File: src/rtl/fxp_pkg.sv
package fxp_pkg;
  localparam logic [2:0] OP_ADD = 3'd0;
  localparam logic [2:0] OP_SUB = 3'd1;
  localparam logic [2:0] OP_SHL = 3'd2;
  localparam logic [2:0] OP_NEG = 3'd3;
  localparam logic [2:0] OP_DIV = 3'd4;
  localparam logic [2:0] OP_CVB = 3'd5;

  localparam logic [1:0] CAUSE_OVF  = 2'd0;
  localparam logic [1:0] CAUSE_DIV  = 2'd1;
  localparam logic [1:0] CAUSE_DATA = 2'd2;

  localparam logic [1:0] CC_ZERO = 2'd0;
  localparam logic [1:0] CC_NEG  = 2'd1;
  localparam logic [1:0] CC_POS  = 2'd2;
  localparam logic [1:0] CC_OVF  = 2'd3;
endpackage

File: src/rtl/fxp_alu.sv
module fxp_alu #(
  parameter int W = 32
) (
  input  logic [2:0]   op,
  input  logic [W-1:0] a,
  input  logic [W-1:0] b,
  output logic [W-1:0] res,
  output logic         ovf
);
  import fxp_pkg::*;
  localparam int SHW = $clog2(W);

  logic [W-1:0]   sum, dif;
  logic [2*W-1:0] ext;

  assign sum = a + b;
  assign dif = a - b;
  assign ext = {{W{a[W-1]}}, a} << b[SHW-1:0];

  always_comb begin
    res = '0;
    ovf = 1'b0;
    unique case (op)
      OP_ADD: begin
        res = sum;
        ovf = (a[W-1] == b[W-1]) && (sum[W-1] != a[W-1]);
      end
      OP_SUB: begin
        res = dif;
        ovf = (a[W-1] != b[W-1]) && (dif[W-1] != a[W-1]);
      end
      OP_SHL: begin
        res = ext[W-1:0];
        ovf = !((&ext[2*W-1:W-1]) || (~|ext[2*W-1:W-1]));
      end
      OP_NEG: begin
        res = -a;
        ovf = (a == {1'b1, {(W-1){1'b0}}});
      end
      default: ;
    endcase
  end
endmodule

File: src/rtl/fxp_div.sv
module fxp_div #(
  parameter int W = 32
) (
  input  logic [W-1:0] a,
  input  logic [W-1:0] b,
  output logic [W-1:0] q,
  output logic         err
);
  localparam logic [W-1:0] MIN_VAL = {1'b1, {(W-1){1'b0}}};

  logic [W-1:0] dsr;

  assign err = (b == '0) || ((a == MIN_VAL) && (b == '1));
  assign dsr = err ? {{(W-1){1'b0}}, 1'b1} : b;
  assign q   = $signed(a) / $signed(dsr);
endmodule

File: src/rtl/fxp_cvb.sv
module fxp_cvb #(
  parameter int W      = 32,
  parameter int DIGITS = 15
) (
  input  logic [4*DIGITS+3:0] dec,
  output logic [W-1:0]        val,
  output logic                data_err,
  output logic                range_err
);
  localparam int ACCW = 4*DIGITS + 4;
  localparam logic [ACCW-1:0] POS_LIM = (ACCW'(1) << (W-1)) - ACCW'(1);
  localparam logic [ACCW-1:0] NEG_LIM = ACCW'(1) << (W-1);

  logic [DIGITS-1:0] bad_dig;
  logic [3:0]        sgn;
  logic              sgn_plus, sgn_minus;
  logic [ACCW-1:0]   mag;

  genvar gi;
  generate
    for (gi = 0; gi < DIGITS; gi++) begin : g_dig
      assign bad_dig[gi] = dec[4*gi+7 -: 4] > 4'd9;
    end
  endgenerate

  assign sgn       = dec[3:0];
  assign sgn_plus  = (sgn == 4'hA) || (sgn == 4'hC) || (sgn == 4'hE) || (sgn == 4'hF);
  assign sgn_minus = (sgn == 4'hB) || (sgn == 4'hD);

  always_comb begin
    mag = '0;
    for (int i = DIGITS-1; i >= 0; i--) begin
      mag = (mag << 3) + (mag << 1) + {{(ACCW-4){1'b0}}, dec[4*i+7 -: 4]};
    end
  end

  assign data_err  = (|bad_dig) || !(sgn_plus || sgn_minus);
  assign range_err = sgn_minus ? (mag > NEG_LIM) : (mag > POS_LIM);
  assign val       = sgn_minus ? -mag[W-1:0] : mag[W-1:0];
endmodule

File: src/rtl/fxp_exc_unit.sv
module fxp_exc_unit #(
  parameter int W      = 32,
  parameter int DIGITS = 15
) (
  input  logic                clk,
  input  logic                rst,
  input  logic                op_valid,
  input  logic [2:0]          op_code,
  input  logic [W-1:0]        op_a,
  input  logic [W-1:0]        op_b,
  input  logic [4*DIGITS+3:0] dec_in,
  input  logic                pmask,
  input  logic                flag_clr,
  output logic [W-1:0]        result,
  output logic                wr_en,
  output logic [1:0]          cc,
  output logic                irq,
  output logic [1:0]          irq_cause,
  output logic                ifr_flag
);
  import fxp_pkg::*;

  logic [W-1:0] alu_res, div_q, cvb_val;
  logic         alu_ovf, div_err, cvb_data_err, cvb_range_err;

  fxp_alu #(.W(W)) u_alu (
    .op(op_code), .a(op_a), .b(op_b), .res(alu_res), .ovf(alu_ovf)
  );

  fxp_div #(.W(W)) u_div (
    .a(op_a), .b(op_b), .q(div_q), .err(div_err)
  );

  fxp_cvb #(.W(W), .DIGITS(DIGITS)) u_cvb (
    .dec(dec_in), .val(cvb_val), .data_err(cvb_data_err), .range_err(cvb_range_err)
  );

  logic [W-1:0] nxt_res;
  logic         nxt_wr, nxt_irq, nxt_cc_we;
  logic [1:0]   nxt_cause, nxt_cc;

  always_comb begin
    nxt_res   = alu_res;
    nxt_wr    = 1'b0;
    nxt_irq   = 1'b0;
    nxt_cause = CAUSE_OVF;
    nxt_cc_we = 1'b0;
    nxt_cc    = CC_ZERO;
    if (op_valid) begin
      unique case (op_code)
        OP_ADD, OP_SUB, OP_SHL, OP_NEG: begin
          nxt_wr    = 1'b1;
          nxt_cc_we = 1'b1;
          if (alu_ovf)                nxt_cc = CC_OVF;
          else if (alu_res == '0)     nxt_cc = CC_ZERO;
          else if (alu_res[W-1])      nxt_cc = CC_NEG;
          else                        nxt_cc = CC_POS;
          nxt_irq   = alu_ovf && pmask;
          nxt_cause = CAUSE_OVF;
        end
        OP_DIV: begin
          nxt_res   = div_q;
          nxt_wr    = !div_err;
          nxt_irq   = div_err;
          nxt_cause = CAUSE_DIV;
        end
        OP_CVB: begin
          nxt_res = cvb_val;
          if (cvb_data_err) begin
            nxt_irq   = 1'b1;
            nxt_cause = CAUSE_DATA;
          end else if (cvb_range_err) begin
            nxt_irq   = 1'b1;
            nxt_cause = CAUSE_DIV;
          end else begin
            nxt_wr = 1'b1;
          end
        end
        default: ;
      endcase
    end
  end

  always_ff @(posedge clk) begin
    if (rst) begin
      result    <= '0;
      wr_en     <= 1'b0;
      cc        <= CC_ZERO;
      irq       <= 1'b0;
      irq_cause <= CAUSE_OVF;
      ifr_flag  <= 1'b0;
    end else begin
      wr_en     <= nxt_wr;
      irq       <= nxt_irq;
      irq_cause <= nxt_cause;
      if (nxt_wr)    result <= nxt_res;
      if (nxt_cc_we) cc     <= nxt_cc;
      if (nxt_irq)       ifr_flag <= 1'b1;
      else if (flag_clr) ifr_flag <= 1'b0;
    end
  end
endmodule

File: config.mk
export PLATFORM = sky130hd
export DESIGN_NAME = fxp_exc_unit
export DESIGN_NICKNAME = d
export VERILOG_FILES = /design/src/rtl/fxp_pkg.sv /design/src/rtl/fxp_alu.sv /design/src/rtl/fxp_div.sv /design/src/rtl/fxp_cvb.sv /design/src/rtl/fxp_exc_unit.sv
export SDC_FILE = /design/constraint.sdc
export NUM_CORES = 2
export LEC_CHECK = 0
export ABC_AREA = 1
export BUFFER_PORTS_ARGS = -buffer_cell sky130_fd_sc_hd__buf_2
export CORE_ASPECT_RATIO = 0.6
export CORE_MARGIN = 3
export CORE_UTILIZATION = 45
export CTS_BUF_LIST = sky130_fd_sc_hd__clkbuf_8 sky130_fd_sc_hd__clkbuf_16
export CTS_CLUSTER_SIZE = 10
export DETAILED_ROUTE_END_ITERATION = 8
export SETUP_SLACK_MARGIN = 0.1
export SKIP_CTS_REPAIR_TIMING = 1
export SLEW_MARGIN = 5
export SYNTH_ARGS = -nofsm -noshare
export SYNTH_HDL_FRONTEND = slang
export SYNTH_SLANG_ARGS = --single-unit
File: constraint.sdc
create_clock -name clk -period 227.8 [get_ports clk]
set_input_delay 0 -clock clk [delete_from_list [all_inputs] [get_ports clk]]
set_output_delay 0 -clock clk [all_outputs]
set_load 0.03 [all_outputs]
Word-level counts from Yosys, hierarchy flattened
Cells that the tools add are included.

Add/subtract/negate cells: 32. $mul: 0. Div/mod/pow operators: 1. $lt $le $gt $ge: 17. Eq/ne operators: 17. Shifts and indexed selects: 1. Multiplexer cells: 27. Bitwise logic cells: 1. Reduce and logical (&&, ||, !) cells: 25.

Operators by type and width (number): $pmux 32 s4 (1); $mux 32 (3); $add 64x4->64 (1); $add 64x64->64 (1); $eq 32x32->1 const B (2); $gt 64x31->1 const B (1); $gt 64x32->1 const B (1); $logic_not 32->1 (2); $neg 32->32 (2); $pmux 32 s2 (1); $shl 64x5->64 (1); $add 63x4->63 (1); $add 63x63->63 (1); $add 62x4->62 (1); $add 62x62->62 (1); $add 61x4->61 (1); $add 61x61->61 (1); $add 60x4->60 (1); $add 60x60->60 (1); $gt 4x4->1 const B (15); $add 59x4->59 (1); $add 59x59->59 (1); $add 58x4->58 (1); $add 58x58->58 (1); 39 further kinds (78).

Flip-flop bits (word level): 39. Latch bits: 0. Bits in writable memories: 0. ROM bits: 0. Input port bits: 136. Output and inout port bits: 39. Logic and storage cells: 127. Memories: 0.

Longest topological paths before layout
Depth in word-level cells: 35. Mapped depth: 701. Mapped depth without buffers: 681.

Modules after synthesis
From an unflattened synthesis, not the netlist that was laid out.

Cell total of the unflattened synthesis: 11921. Area, all modules: 71329.7 um^2.

Modules (own cells, without submodules): fxp_div (times used 1, cells an instance 5477, area an instance 32198.4 um^2, seq. area each 0.0 um^2); fxp_cvb (times used 1, cells an instance 4539, area an instance 29259.3 um^2, seq. area each 0.0 um^2); fxp_alu (times used 1, cells an instance 1541, area an instance 7739.9 um^2, seq. area each 0.0 um^2); fxp_exc_unit (times used 1, cells an instance 364, area an instance 2132.0 um^2, seq. area each 780.7 um^2).

Worst setup path after synthesis
OpenSTA, ideal clock, no wires.

Kind: input to register. Start: input op_a[0]. End: register result[26]. Setup time: 0.109 ns. Arrival time: 81.399 ns. Data required time: 227.691 ns. Setup slack: 146.292 ns. Stages on the path: 665. Path buffers: 18. Path through: inv_1 -> ha_1 -> nand3_2 -> nor2_4 -> nand2_4 -> nor2_4 -> nand2_8 -> nand3_1 -> inv_1 -> ha_1 -> nand2_1 -> nand2_1 -> inv_1 -> o21ai_0 -> inv_1 -> nor2_1 -> nand2_2 -> nor3_1 -> [629 not listed] -> ha_1 -> nand3_1 -> nor3_2 -> nand2_1 -> nor2_1 -> nand3_1 -> nor2_1 -> nand3_1 -> nor3_2 -> nand2_1 -> nand2_1 -> nand3_1 -> nand2_1 -> o21ai_1 -> a21oi_1 -> nand2_1 -> nand2_1 -> inv_1.

Word-level cells in the longest chain between the ends: 7. Elaborated cells on any way between the ends: 15. Classes of those cells: 3 x add/sub; 1 x div; 1 x eq/ne; 1 x shift; 6 x mux; 3 x reduce/logical.

RTL lines: from (decl) (line fxp_exc_unit.sv:9) `input logic [W-1:0] op_a,`; $eq 32x32->1 (line fxp_div.sv:13) `assign err = (b == '0) || ((a == MIN_VAL) && (b == '1));`; $logic_and 1x1->1 (line fxp_div.sv:13); $logic_or 1x1->1 (line fxp_div.sv:13); $mux 32 (line fxp_div.sv:14) `assign dsr = err ? {{(W-1){1'b0}}, 1'b1} : b;`; $div 32x32->32 (line fxp_div.sv:15) `assign q = $signed(a) / $signed(dsr);`; $pmux 32 s2 (line fxp_exc_unit.sv:50) `unique case (op_code)`; $mux 32 (line fxp_exc_unit.sv:49) `if (op_valid) begin`; to (signal assigned) (line fxp_exc_unit.sv:96) `if (nxt_wr) result <= nxt_res;`; to (decl) (line fxp_exc_unit.sv:14) `output logic [W-1:0] result,`.

Several ways; a longest one is shown, not always the timed one. A chain may end at the register's enable or synchronous reset.

Final worst setup path
Start: input op_a[31]. End: register result[26].

The elaborated chain is that of the path after synthesis.

==> run_results.csv <==
group,metric,value,unit
critical_path,crit_fanout,55,
yosys,netlist.area_leader.share,28.6,%
job,cap_viol_max_count,1,
sta,skew,0,ns
floorplanning,die_h,294,um
drt,post-route-drc-count,0,
drt,postRouteAntennaNets,0,
yosys,syn_area,0.0622,mm2
drt,via_per_inst,5.67,
yosys,synth_cell_types,89,
outcome,violations,"max-capacitance violations",
yosys,synth_nets,11700,
critical_path,end_kind,"flop",
critical_path,cp_top_family,"compound AO/OA/AOI/OAI gates",
grt,grt_pass1_vias,61000,
yosys,synth-edff-count,0,
drt,drt_first_iter_violations,6591,
finish,drive_gt1_share,5.62,%
yosys,syn_avg_cell_area,6.18,um2
sta,maxSlewHeadroom,1.61,%
drt,firstDrtPassIters,7,
critical_path,crit_top_cell,"nand2_1",
clocking,cts_max_level,2,
critical_path,worst_path_max_delay_cell,"nor2_4",
critical_path,r2r_cells,2,
grt,use_met3,8.79,%
critical_path,cp.required,228.08,ns
clocking,clk_latency,0.33,ns
placement,place_hpwl,206000,um
yosys,yosysTopAreaCell,"ha_1",
floorplanning,initial_core_util,45.8,%
clocking,cts_sinks,39,
grt,antenna_found_initial,10,
grt,grt_overflow,0,
sta,worstMarginPinSlew,1.47,ns
grt,grt.met2_usage,43.5,%
finish,final_nets,11800,
finish,layout_common_cells,"nand2_1 (2103), inv_1 (1477), ha_1 (1423)",
clocking,ctsLongestPathBuffers,2,
grt,grt_max_degree,62,
sta,slew_violations,0,
critical_path,cpPeakStageDelay,0.78,ns
sta,timing.fmax,9.71,MHz
clocking,cts_buffers,5,
drt,wl_per_cell,20.0,um
placement,io_buffers,174,
sta,finalCritPeriodShare,45.2,%
yosys,synth_flop_cell,"dfxtp_1",
finish,fillers,14600,
finish,final_common_cell,"nand2_1",
sta,finalCriticalPeriod,102.98,ns
clocking,root_buffer,"clkbuf_16",
finish,syn_to_final_growth,5.04,%
sta,fin_tns_setup,0,ns
sta,worst_slack,124.82,ns
yosys,synth_fa_ha_area_share,29.6,%
drt,wirelength,240000,um
critical_path,path_buf_inv,97,
sta,rsz0062_at_grt,"false",
yosys,ys_warn_count,0,
critical_path,path_depth,652,
floorplanning,rows,104,
grt,grt_pass1_wl,365000,um
yosys,postSynthCellCount,10100,
placement,pre_cts_ws,127.33,ns
outcome,status,"complete, but fails checks",
clocking,cts.clk_slew.worst_paths,0.07,ns
yosys,synth_top_family_by_area,"adder cells",
critical_path,crit_type,"in2reg",
hold_path,min_path_type,"in2reg",
yosys,synthArstFlopShare,0,%
critical_path,start_kind,"input port",
drt,vias,67900,
floorplanning,pin_count,175,
clocking,tritoncts,"done",
yosys,ys_ff_latch,39,
yosys,synth-simple-area-share,25.4,%
grt,grt_util_met1,50.3,%
floorplanning,fp.coreArea,0.136,mm2
hold_path,min_delay_path_depth,2,
floorplanning,fp.dieW,486,um
yosys,synth.area.top_cells,"ha_1 (29%), nand2_1 (13%), inv_1 (8.9%), a21oi_1 (8.9%), xor2_1 (6.6%)",
floorplanning,die_area,0.143,mm2
sta,setup_violations,0,
yosys,synth-xor-area-share,10.9,%
sta,hold_viol,0,
grt,grt-busiest-layer,"met1",
yosys,synth_compound_area_share,21.6,%
yosys,yosysSeqAreaShare,1.25,%
grt,grt_use_total,32.2,%
yosys,muxShareOfSynthArea,0.450,%
critical_path,worstPathArrival,103.26,ns
placement,gp_congestion,1.04,
==> registers in the layout, summed over array words and instances, names as in the netlist <==
signal and count:
result 32, cc 2, irq_cause 2, ifr_flag 1, irq 1, wr_en 1
==> metal layers <==
metal  up-vias  share of wire [%]
li1      34200                  -
met5         -              0.028
met2      2598                 36
met3       201                 12
met1     30900                 51
met4        10                1.4
==> path summary, 6_finish.rpt <==
| kind | start | end | slack (ns) |
|---|---|---|---|
| setup / recovery | op_a[31] | result[26] | 124.82 |
| hold / removal | rst | irq | 0.02 |
| setup reg to reg | result[0] | result[0] | 226.77 |
| hold reg to reg | ifr_flag | ifr_flag | 0.47 |
==> kinds of logic (layout without fill, tap and decap cells) <==
family,after synthesis,after routing
AND/OR/NAND/NOR,3712,3712
AO/OA/AOI/OAI,2375,2375
buffers and inverters,1688,1795
adder cells (fa/ha/maj),1453,1453
XOR/XNOR,772,772
flip-flops,39,39
multiplexers,28,28
other,0,1
==> cells in the mapped netlist, types with 34 or more instances <==
library cell     n
a211oi_1        38
a21oi_1       1101
a31oi_1         48
clkbuf_1        72
dfxtp_1         39
ha_1          1423
inv_1         1479
nand2_1       2103
nand3_1        402
nand4_1        113
nor2_1         709
nor3_1         114
nor4_1          43
o211ai_1        41
o21ai_0        620
o21ai_1        114
o21bai_1       103
o22ai_1         34
o31ai_1         37
or2_2           85
xnor2_1        302
xor2_1         470
==> cell type report <==
class	count	area [um2]	area share [%]
Sequential cell	39	781	1.19
Tap cell	1802	2250	3.45
Multi-Input combinational cell	8340	54800	83.9
Clock buffer	5	125	0.191
Antenna cell	1	2.50	0.00383
Clock inverter	3	71.3	0.109
Timing Repair Buffer	263	1540	2.36
Inverter	1524	5730	8.77
==> metrics by stage <==
| stage | hold slack (ns) | utilization, % | cells | area (um2) |
|---|---|---|---|---|
| 6_report | 0.0221 | 48.2 | 12000 | 65400 |
| 5_1_grt | 0.0451 | 48.1 | 12000 | 65300 |
| 4_1_cts | -0.0850 | 48.1 | 12000 | 65300 |
| 3_5_place_dp | 0.271 | 48.0 | 12000 | 65100 |
| 3_3_place_gp | 0.259 | 48.0 | 12000 | 65100 |
| 2_1_floorplan | 0.0787 | - | 10100 | 62200 |
Power is left out: the tool's default activity adds up to more than one toggle a clock period on the data nets, which glitch-free logic cannot reach.
